`src/rtl/qdec_capture.sv`:
```
module qdec_capture #(
  parameter int POS_W  = 32,
  parameter int FILT_N = 3,
  parameter int ERR_W  = 16
) (
  input  logic             clk,
  input  logic             rst_n,
  input  logic             enc_a,
  input  logic             enc_b,
  input  logic             index_n,
  input  logic             home_n,
  input  logic             idx_read,
  input  logic             home_read,
  output logic [POS_W-1:0] position,
  output logic [POS_W-1:0] idx_cap,
  output logic             idx_valid,
  output logic [POS_W-1:0] home_cap,
  output logic             home_valid,
  output logic [ERR_W-1:0] err_count
);
  localparam int CNT_W = (FILT_N < 2) ? 1 : $clog2(FILT_N);
  localparam logic [CNT_W-1:0] CNT_LAST = CNT_W'(FILT_N - 1);
  localparam logic [ERR_W-1:0] ERR_MAX = {ERR_W{1'b1}};

  // bit 1 = phase A, bit 0 = phase B
  logic [1:0] ab_m, ab_s, filt, filt_nxt, take;
  logic [CNT_W-1:0] fcnt [2];
  // bit 1 = home, bit 0 = index
  logic [1:0] hx_m, hx_s, hx_d;
  logic [1:0] warm;
  logic warm_done, moved, illegal, step_up;
  logic a_fall, b_fall, idx_fall, home_fall;
  logic armed, seen_a, seen_b, idx_hit;
  logic [POS_W-1:0] pos_nxt;

  assign warm_done = (warm == 2'd3);

  always_comb begin
    for (int ch = 0; ch < 2; ch++) begin
      take[ch]     = warm_done && (ab_s[ch] != filt[ch]) && (fcnt[ch] == CNT_LAST);
      filt_nxt[ch] = take[ch] ? ab_s[ch] : filt[ch];
    end
  end

  always_ff @(posedge clk or negedge rst_n) begin
    if (!rst_n) begin
      ab_m    <= 2'b00;
      ab_s    <= 2'b00;
      hx_m    <= 2'b11;
      hx_s    <= 2'b11;
      hx_d    <= 2'b11;
      warm    <= 2'd0;
      filt    <= 2'b00;
      fcnt[0] <= '0;
      fcnt[1] <= '0;
    end else begin
      ab_m <= {enc_a, enc_b};
      ab_s <= ab_m;
      hx_m <= {home_n, index_n};
      hx_s <= hx_m;
      hx_d <= hx_s;
      if (!warm_done) warm <= warm + 2'd1;
      for (int ch = 0; ch < 2; ch++) begin
        if (!warm_done) begin
          filt[ch] <= ab_s[ch];
          fcnt[ch] <= '0;
        end else if (ab_s[ch] == filt[ch] || take[ch]) begin
          filt[ch] <= filt_nxt[ch];
          fcnt[ch] <= '0;
        end else begin
          fcnt[ch] <= fcnt[ch] + CNT_W'(1);
        end
      end
    end
  end

  assign moved   = warm_done && (filt_nxt != filt);
  assign illegal = warm_done && (&(filt_nxt ^ filt));
  assign step_up = filt_nxt[1] ^ filt[0];
  assign pos_nxt = (moved && !illegal) ? (step_up ? position + POS_W'(1) : position - POS_W'(1))
                                       : position;

  assign a_fall    = warm_done & filt[1] & ~filt_nxt[1];
  assign b_fall    = warm_done & filt[0] & ~filt_nxt[0];
  assign idx_fall  = hx_d[0] & ~hx_s[0];
  assign home_fall = hx_d[1] & ~hx_s[1];
  assign idx_hit   = armed & (seen_a | a_fall) & (seen_b | b_fall);

  always_ff @(posedge clk or negedge rst_n) begin
    if (!rst_n) begin
      position  <= '0;
      err_count <= '0;
      armed     <= 1'b0;
      seen_a    <= 1'b0;
      seen_b    <= 1'b0;
    end else begin
      position <= pos_nxt;
      if (illegal && err_count != ERR_MAX) err_count <= err_count + ERR_W'(1);
      if (idx_fall) begin
        armed  <= 1'b1;
        seen_a <= 1'b0;
        seen_b <= 1'b0;
      end else if (idx_hit) begin
        armed  <= 1'b0;
        seen_a <= 1'b0;
        seen_b <= 1'b0;
      end else if (armed) begin
        seen_a <= seen_a | a_fall;
        seen_b <= seen_b | b_fall;
      end
    end
  end

  always_ff @(posedge clk or negedge rst_n) begin
    if (!rst_n) begin
      idx_valid  <= 1'b0;
      idx_cap    <= '0;
      home_valid <= 1'b0;
      home_cap   <= '0;
    end else begin
      idx_valid  <= (idx_valid & ~idx_read) | (idx_hit & ~idx_valid);
      home_valid <= (home_valid & ~home_read) | (home_fall & ~home_valid);
      if (idx_hit && !idx_valid) idx_cap <= pos_nxt;
      if (home_fall && !home_valid) home_cap <= pos_nxt;
    end
  end
endmodule


```
`config.mk`:
```
export PLATFORM = sky130hd
export DESIGN_NAME = qdec_capture
export DESIGN_NICKNAME = d
export VERILOG_FILES = /design/src/rtl/qdec_capture.sv
export SDC_FILE = /design/constraint.sdc
export NUM_CORES = 1
export LEC_CHECK = 0
export BUFFER_PORTS_ARGS = -buffer_cell sky130_fd_sc_hd__buf_2
export CELL_PAD_IN_SITES_DETAIL_PLACEMENT = 0
export CELL_PAD_IN_SITES_GLOBAL_PLACEMENT = 1
export CORE_ASPECT_RATIO = 0.75
export CORE_MARGIN = 1
export CORE_UTILIZATION = 35
export CTS_CLUSTER_DIAMETER = 150
export DETAILED_ROUTE_END_ITERATION = 8
export GPL_TIMING_DRIVEN = 0
export PLACE_DENSITY_LB_ADDON = 0.2
export SLEW_MARGIN = 20
export SYNTH_ARGS = -nofsm -noshare
export SYNTH_HDL_FRONTEND = slang
export SYNTH_SLANG_ARGS = --single-unit
```
`constraint.sdc`:
```
create_clock -name clk -period 10.55 [get_ports clk]
set_input_delay 0.5275 -clock clk [delete_from_list [all_inputs] [get_ports clk]]
set_output_delay 0.5275 -clock clk [all_outputs]
set_load 0.02 [all_outputs]
```
==> results of run 1 <==
[path summary, 6_finish.rpt]
path	start	endpoint	slack, ns	cells past startpoint
setup reg to reg	warm[0]	idx_cap[28]	5.29	18
min in group clk	home_n	hx_m[1]	0.21	1
hold / removal	rst_n	idx_cap[19]	0.02	1
setup / recovery	warm[0]	idx_cap[28]	5.29	18
max in group asynchronous	rst_n	filt[1]	9.82	2
hold reg to reg	ab_m[0]	ab_s[0]	0.35	0
[Yosys cell counts, types with 7 or more instances]
library cell / count
clkbuf_1: 29
or2_2: 7
or4_1: 9
nor4_1: 9
a21oi_1: 21
xor2_1: 16
nand2_1: 111
nand3_1: 17
or3_1: 8
nand4_1: 23
nor3_1: 22
o21ai_0: 71
and3_1: 8
xnor2_1: 34
inv_1: 42
dfrtp_1: 129
nor2_1: 39
[power breakdown]
part           switching (mW)  leakage, nW  internal [mW]
registers               0.142         1.76          0.675
clock network           0.223        0.314          0.415
logic                   0.710         1.79          0.321
total                    1.08         3.86           1.41
[cell families (layout without fill, tap and decap cells)]
| logic type | Yosys count | count (layout) | synth area share, % |
|---|---|---|---|
| simple gates | 279 | 279 | 21.5 |
| flops | 135 | 135 | 53.1 |
| compound gates | 120 | 120 | 10.7 |
| buf+inv | 79 | 233 | 4.98 |
| xor+xnor | 50 | 50 | 6.87 |
| mux | 11 | 11 | 1.84 |
| fa+ha+maj | 5 | 5 | 0.981 |
[state kept, by name, indices dropped and copies added, names as in the netlist]
name / count
idx_valid: 1
ab_s: 2
hx_d: 2
warm: 2
ab_m: 2
seen_b: 1
armed: 1
position: 32
hx_m: 2
home_valid: 1
idx_cap: 32
filt: 2
hx_s: 2
home_cap: 32
fcnt: 4
err_count: 16
seen_a: 1
[worst reg2reg max path, delay by kind of cell, from the launching register on]
kind | cells | cell delay [ns]
AOI/OAI and AO/OA | 6 | 1.65
xor gates and xnor gates | 1 | 0.13
adders and majority gates | 2 | 0.47
buffers and inverters | 4 | 1.30
DFF | 1 | 0.39
and+or+nand+nor | 5 | 1.18
[cell type report]
type / instances / share of cell area (%)
tap: 242 / 3.80
timing repair buffer: 122 / 8.08
sequential: 135 / 42.5
inverter: 42 / 1.98
clock inverter: 11 / 2.12
multi-input combinational: 465 / 33.6
clock buffer: 21 / 5.91
buffer: 37 / 2.01
[metal layers]
layer / vias up / GRT usage (%) / share of wire [%] / routed length, um
met5: - / 0 / 0 / 0
met4: 0 / 5.64 / 0.83 / 153
met3: 13 / 6.11 / 6.6 / 1220
met2: 176 / 28.3 / 42 / 7760
met1: 2723 / 30.5 / 50 / 9270
li1: 2610 / - / - / -
[cells in the final DEF (no fill, tap or decap), types with 8 or more instances in the layout]
cell type    n
dfrtp_1    129
or3_1        8
inv_1       42
nor2_1      39
nand2_1    111
and3_1       8
buf_2      125
xor2_1      16
nor3_1      22
clkbuf_1    30
a21oi_1     21
nand3_1     17
nand4_1     23
or4_1        9
o21ai_0     71
nor4_1       9
xnor2_1     34
clkbuf_16   17
[stage by stage]
stage	util [%]	area (sq um)	hold WS (ns)	cells
floorplan	-	6380	0.232	679
global placement	41.0	7290	0.336	1042
detailed placement	41.2	7320	0.338	1043
CTS	44.8	7960	0.0349	1075
global route	44.8	7960	0.0557	1075
finish	44.8	7960	0.0219	1075
==> flow_summary.ini, run 1 <==
[floorplan]
die_w_um = 158
rows = 42
die_area_sq_um = 18800
start_util_pct = 35.9
coreArea_sq_um = 17800
ios = 122
die_h_um = 119

[final_layout]
synthToLayoutAreaGrowth_pct = 24.9
drive_gt1_share_pct = 22.3
multiInputGateArea_sq_um = 2670
fill_cells = 1794
num_antenna_cells = 0
regArea_sq_um = 3390
nNetsFinal = 833

[outcome]
status = complete, no violations

[clock_tree]
clock-sinks = 135
postCtsSetupRepairBufs = 0
numCtsBuffers = 17
clk_latency_ns = 0.42
clk_pin_slew_worst_paths_ns = 0.06
tritoncts = yes
cts_resized = 0
cts_max_level = 4
cts-hold-fix-buffers = 0
clk_path_buf_depth = 2
clock_tree.root_cell = clkbuf_16

[synth]
synth_cells = 679
synth_edf_count = 0
synth_top_area_share_pct = 50.6
yosys_warnings = 0
syn_area_sq_um = 6380
ys_seq_area_share_pct = 53.1
synth.area.top_cells = dfrtp_1, nand2_1, o21ai_0, xnor2_1, dfstp_2
ys_ff_latch = 135
synth_top_area_cell = dfrtp_1
syn_area_per_cell_sq_um = 9.39
synth_cell_types = 57
async_flop_share_pct = 100
syn_nets = 692
yosys_most_used_dff = dfrtp_1

[worst_setup_path]
worst-endpoint-required_ns = 10.82
timing.critical_path.slowest_stage_cell = a2111oi_1
max_stage_delay_ns = 0.53
critPathBufInv = 4
crit_family = compound AO/OA/AOI/OAI gates
start_kind = flip-flop
path_cells = ha_1, buf_6, a21boi_2, nor3_1, buf_2, nor2_4, clkbuf_1, clkbuf_1, xnor2_1, ha_1, nor3_1, nand3_1, o22ai_1, o21a_1, o211ai_1, and3b_1, a2111oi_1, o21ai_0
endpoint_kind = flip-flop
critical_path_peak_fanout = 10
crit_arrival_ns = 5.53
crit_type = flip-flop to flip-flop

[route]
vias_per_cell = 5.14
drc_errors = 0
wl_per_cell_um = 17.1
firstDrtPassIters = 5
routed_wl_um = 18400
drt-initial-drc-count = 470
dr_total_vias = 5522
ant_nets = 0

[global_routing]
grt_use_total_pct = 20.5
grt_pass1_vias = 5204
antenna_found_initial = 0
grt_overflow = 0
grt_pass1_wl_um = 29000
grt_max_degree = 72

[power]
power_mw = 2.49
powerDensity_nw_per_um2 = 312
power_leakage_nw = 3.86
irDropWorstVdd_mv = 0.128

[timing]
setup_viol_count_final = 0
finalHoldViolations = 0
slew_headroom_pct = 44.5
rsz0062_at_grt = no
min_period_over_period_pct = 49.9
max_freq_ghz = 0.190
tightest_slew_ns = 0.833
fin_crit_ns = 5.26
fin_skew_ns = 0.0101
drv_slew = 0
fin_ws_ns = 5.29
totalNegativeSetupSlack_ns = 0

[worst_hold_path]
hold_path.class = input pin to asynchronous set/reset pin

[place]
pre_cts_ws_ns = 5.27
routabilityCongestion = 0.872
dp_hpwl_um = 13600
port_buffers = 121

[flow_run]
drv_cap = 0
No activity file was read; power rests on OpenSTA's default activity.
==> run 2, diff against run 1 <==
--- a/config.mk
+++ b/config.mk
@@ -5,6 +5,7 @@
 export SDC_FILE = /design/constraint.sdc
 export NUM_CORES = 1
 export LEC_CHECK = 0
+export ABC_AREA = 1
 export BUFFER_PORTS_ARGS = -buffer_cell sky130_fd_sc_hd__buf_2
 export CELL_PAD_IN_SITES_DETAIL_PLACEMENT = 0
 export CELL_PAD_IN_SITES_GLOBAL_PLACEMENT = 1
==> constraint.sdc (replaced) <==
create_clock -name clk -period 5.2 [get_ports clk]
set_input_delay 0.26 -clock clk [delete_from_list [all_inputs] [get_ports clk]]
set_output_delay 0.26 -clock clk [all_outputs]
set_load 0.02 [all_outputs]
==> run 2 against run 1 <==
  * Count of clock-buffer cells in the layout fell by 3
  * Core utilization is 1.4 points lower
  * Global-route usage increased by 2.3 points
  * Synthesized cell count increased by 45%
  * Critical path type unchanged
  * Largest cell class is now multi-input combinational cells
==> flow_summary.ini, run 2 <==
[outcome]
status = complete, no violations

[final_layout]
drive_gt1_share_pct = 20.1
layout_commonest_cell = nand2_1
fill_cells = 2204
num_antenna_cells = 0
nNetsFinal = 1147
most-common-layout-cells = nand2_1, buf_2, dfrtp_1, inv_1, nand3_1
synthToLayoutAreaGrowth_pct = 21.7
top_regs = home_cap x32, idx_cap x32, position x32

[clock_tree]
cts_max_level = 4
postCtsSetupRepairBufs = 0
clk_pin_slew_worst_paths_ns = 0.07
clock-sinks = 135
clock_tree.root_cell = clkbuf_16
tritoncts = yes
numCtsBuffers = 17
clk_path_buf_depth = 2
clk_latency_ns = 0.43

[route]
drt-initial-drc-count = 608
vias_per_cell = 4.80
drc_errors = 0
routed_wl_um = 24300
firstDrtPassIters = 5
dr_total_vias = 6892
wl_per_cell_um = 16.9
ant_nets = 0

[floorplan]
die_h_um = 129
die_w_um = 171
coreArea_sq_um = 21100
die_area_sq_um = 22100
ios = 122
start_util_pct = 35.6
rows = 46

[global_routing]
grt_overflow = 0
antenna_found_initial = 0
grt_pass1_wl_um = 37300
grt_max_degree = 90
grt_pass1_vias = 6286
grt_use_total_pct = 22.8

[timing]
slew_headroom_pct = 44.2
finalHoldViolations = 0
rsz0062_at_grt = no
fin_skew_ns = 0.00971
max_freq_ghz = 0.303
setup_viol_count_final = 0
fin_crit_ns = 3.30
drv_slew = 0
min_period_over_period_pct = 63.4
totalNegativeSetupSlack_ns = 0
tightest_slew_ns = 0.826

[worst_setup_path]
crit_arrival_ns = 3.62
rr_worst_depth = 22
crit_path_frequent_cell = nand2_1
critical_path_peak_fanout = 10
worst-endpoint-required_ns = 5.52
timing.critical_path.slowest_stage_cell = dfrtp_1
crit_type = flip-flop to flip-flop
max_stage_delay_ns = 0.39
endpoint_kind = flip-flop
path_cells = ha_1, buf_6, nand3_1, nand3_2, nand2_4, buf_6, nand2_2, nand2_1, inv_1, ha_1, inv_1, nand2_1, nand3_1, nand2_1, nand2_1, nand3_2, nand2_1, nand2_1, nand2_1, nand3_1, nand3_1, nand2_1
start_kind = flip-flop

[synth]
async_flop_share_pct = 100
syn_nets = 1000
syn_area_per_cell_sq_um = 7.63
syn_area_sq_um = 7530
synth_top_area_cell = dfrtp_1
yosys-top-cells-count = nand2_1, dfrtp_1, inv_1
ys_seq_area_share_pct = 45.0
synth_edf_count = 0
synth_cells = 987
yosys_warnings = 0
synth.area.top_cells = dfrtp_1, nand2_1, nand3_1, inv_1, nor2_1
yosys_most_used_dff = dfrtp_1
synth_top_area_share_pct = 42.9
synth_cell_types = 44
ys_ff_latch = 135
synth_most_common_cell = nand2_1

[worst_hold_path]
hold_path.class = input pin to flip-flop
whs_path_depth = 2

[place]
routabilityCongestion = 0.901
port_buffers = 121
dp_hpwl_um = 18400

[flow_run]
drv_cap = 0
==> run 2: cell count changes in the layout (fill, tap and decap cells not counted), moves of 19 or more <==
cell,before,now
clkbuf_1,30,11
nand2_1,111,359
xnor2_1,34,7
nand3_1,17,87
nor2_1,39,68
inv_1,42,101
o41ai_1,1,22
o21ai_0,71,31
==> run 2: repair_timing <==
action	4_1_cts	5_1_grt
hold buffers	6	0
hold endpoints to repair	49	0
gates resized for setup	0	0
==> run 2: final timing paths <==
path                           from            to  slack (ns)
min in group asynchronous     rst_n       fcnt[3]        0.32
setup / recovery            warm[0]  home_cap[30]        1.90
hold / removal             idx_read     idx_valid        0.03
max in group asynchronous     rst_n       hx_d[1]        4.09
setup reg to reg            warm[0]  home_cap[30]        1.90
hold reg to reg             ab_m[0]       ab_s[0]        0.35
==> run 2: routing by layer <==
layer  GRT usage [%]  routed length (um)  vias to the layer above  part of all wire [%]
met5               0                   0                        -                     0
met4            5.72                 259                        0                   1.1
li1                -                   -                     3457                     -
met3            4.28                1340                       22                   5.5
met2            30.5                9520                      185                    39
met1            36.6               13100                     3228                    54
==> run 2: logic make-up (layout without fill, tap and decap cells) <==
kind of cell,Yosys count,count (layout),share of synthesized area [%]
compound gates,88,88,8.31
xor+xnor,26,26,3.02
fa+ha+maj,5,5,0.831
buf+inv,131,291,7.19
flops,135,135,45.0
mux,1,1,0.150
simple gates,601,601,35.5
==> run 2: stage by stage <==
step                      instance area [sq um]  worst slack (ns)  cells  utilization, %  hold slack (ns)
after CTS                                  9170              1.95   1435            43.4           0.0159
after global routing                       9170              1.65   1435            43.4           0.0384
final                                      9170              1.90   1435            43.4           0.0274
after floorplan                            7530              2.61    987               -          -0.0356
after detailed placement                   8530              1.97   1397            40.4            0.191
after global placement                     8500              1.90   1396            40.2            0.338
==> run 2: layout make-up <==
cell class / instances / area [sq um] / area share [%]
inverter: 104 / 390 / 4.26
sequential: 135 / 3390 / 36.9
multi-input combinational: 721 / 3600 / 39.3
clock buffer: 18 / 439 / 4.79
clock inverter: 14 / 133 / 1.45
tap: 288 / 360 / 3.93
timing repair buffer: 128 / 703 / 7.67
buffer: 27 / 151 / 1.65
==> run 2: critical path: cells and delay by family, from the launching register on <==
family / cells / cell delay (ns)
buf+inv: 4 / 0.42
fa+ha+maj: 2 / 0.39
simple gates: 16 / 1.98
flops: 1 / 0.39
Power of run 2 is not shown: default switching activity piles up to over one toggle a cycle in this logic, so the estimate is an artifact.
==> run 3, diff against run 2 <==
==> constraint.sdc (replaced) <==
create_clock -name clk -period 2.7 [get_ports clk]
set_input_delay 0.135 -clock clk [delete_from_list [all_inputs] [get_ports clk]]
set_output_delay 0.135 -clock clk [all_outputs]
set_load 0.02 [all_outputs]
==> run 3 against run 2 <==
  * Critical path depth shrank 8
  * Flip-flop and latch count unchanged
  * Global-route usage rose by 0.54 points
  * Die area did not move
  * Non-clock buffer count up 40
  * Count of clock-buffer cells in the layout is the same
  * Critical endpoint is now position[29]
==> flow_summary.ini, run 3 (synthesis gave the netlist of run 2 again) <==
[outcome]
status = complete, no violations

[clock_tree]
cts_max_level = 4
clk_path_buf_depth = 2
clk_latency_ns = 0.43
clock_tree.root_cell = clkbuf_16
clock-sinks = 135
numCtsBuffers = 17
clk_pin_slew_worst_paths_ns = 0.07
tritoncts = yes

[route]
drt-initial-drc-count = 586
wl_per_cell_um = 17.4
dr_total_vias = 7326
routed_wl_um = 25700
ant_nets = 0
vias_per_cell = 4.97
drc_errors = 0
firstDrtPassIters = 5

[global_routing]
grt_pass1_vias = 6445
grt_max_degree = 90
grt_use_total_pct = 23.3
grt_overflow = 0
antenna_found_initial = 0
grt_pass1_wl_um = 38200

[timing]
setup_viol_count_final = 0
fin_skew_ns = 0.0109
slew_headroom_pct = 48.7
totalNegativeSetupSlack_ns = 0
fin_ws_ns = 0.0148
rsz0062_at_grt = yes
finalHoldViolations = 0
tightest_slew_ns = 0.764
min_period_over_period_pct = 99.5
max_freq_ghz = 0.372
drv_slew = 0
fin_crit_ns = 2.69

[final_layout]
regArea_sq_um = 3390
postLayoutCellArea_sq_um = 10500
multiInputGateArea_sq_um = 4550
top_regs = home_cap x32, idx_cap x32, position x32
fill_cells = 2072
most-common-layout-cells = nand2_1, dfrtp_1, buf_2, inv_1, nand3_1
layout_commonest_cell = nand2_1
drive_gt1_share_pct = 36.9
nNetsFinal = 1187
num_antenna_cells = 0
synthToLayoutAreaGrowth_pct = 39.4

[worst_setup_path]
start_kind = flip-flop
worst-endpoint-required_ns = 3.02
crit_type = flip-flop to flip-flop
endpoint_kind = flip-flop
critical_path_peak_fanout = 10
crit_arrival_ns = 3.01

[floorplan]
start_util_pct = 35.6
rows = 46
die_h_um = 129
ios = 122
die_area_sq_um = 22100
coreArea_sq_um = 21100
die_w_um = 171

[place]
port_buffers = 121
pre_cts_ws_ns = -0.531
routabilityCongestion = 0.901
postPlaceCellArea_sq_um = 8530
dp_hpwl_um = 18400

[worst_hold_path]
hold_path.class = input pin to asynchronous set/reset pin

[flow_run]
drv_cap = 0
-- run 3: changes by cell type in the layout (fill, tap and decap cells not counted), sizes merged --
cell,change
dlygate4sd3,+1
buf,+38
clkbuf,+1
-- run 3: area by class of cell --
cell class	instances	share of cell area, %
Buffer	27	1.80
Clock buffer	18	4.19
Clock inverter	14	1.26
Inverter	104	3.77
Multi-Input combinational cell	721	43.3
Sequential cell	135	32.3
Tap cell	288	3.43
Timing Repair Buffer	168	9.97
-- run 3: final timing paths --
| path | startpoint | endpoint | slack (ns) | depth (start not counted) |
|---|---|---|---|---|
| worst max-delay path | warm[1] | position[29] | 0.01 | 14 |
| worst min-delay path | rst_n | fcnt[3] | 0.19 | 2 |
| worst min register to register | ab_m[0] | ab_s[0] | 0.34 | 0 |
| min in group clk | home_n | hx_m[1] | 0.34 | 2 |
| worst max register to register | warm[1] | position[29] | 0.01 | 14 |
| max in group asynchronous | rst_n | hx_m[1] | 1.71 | 3 |
-- run 3: worst max-delay path, cell delays in order, from the launching register on --
cell and delay [ns]:
dfrtp_1 0.42, ha_4 0.19, buf_6 0.13, nand3_4 0.10, nand3_4 0.10, nand2_4 0.10, buf_6 0.14, buf_6 0.17
buf_2 0.26, o41ai_1 0.15, o21ai_0 0.29, nor2_1 0.10, nand3_1 0.14, nand3_4 0.12, and2_1 0.17
-- run 3: layer usage --
metal	track usage, %	wire, um
met1	37.0	13200
met2	31.6	10500
met3	4.31	1530
met4	6.25	439
met5	0	0
-- run 3: what timing repair did --
item                                    4_1_cts  5_1_grt
gates cloned                                  0        1
endpoints found under the hold margin        52        0
setup buffers                                14       24
hold buffers                                  7        0
gates resized for setup                      61      203
endpoints found under the setup margin       77       93
pin swaps                                    16       58
-- run 3: metrics by stage --
step | util, % | std cells | hold slack [ns]
2_1_floorplan | - | 987 | -0.161
3_3_place_gp | 40.2 | 1396 | 0.241
3_5_place_dp | 40.4 | 1397 | 0.0659
4_1_cts | 44.9 | 1450 | 0.204
5_1_grt | 49.7 | 1475 | 0.225
6_report | 49.7 | 1475 | 0.195
Power of run 3 is left out for the same reason.
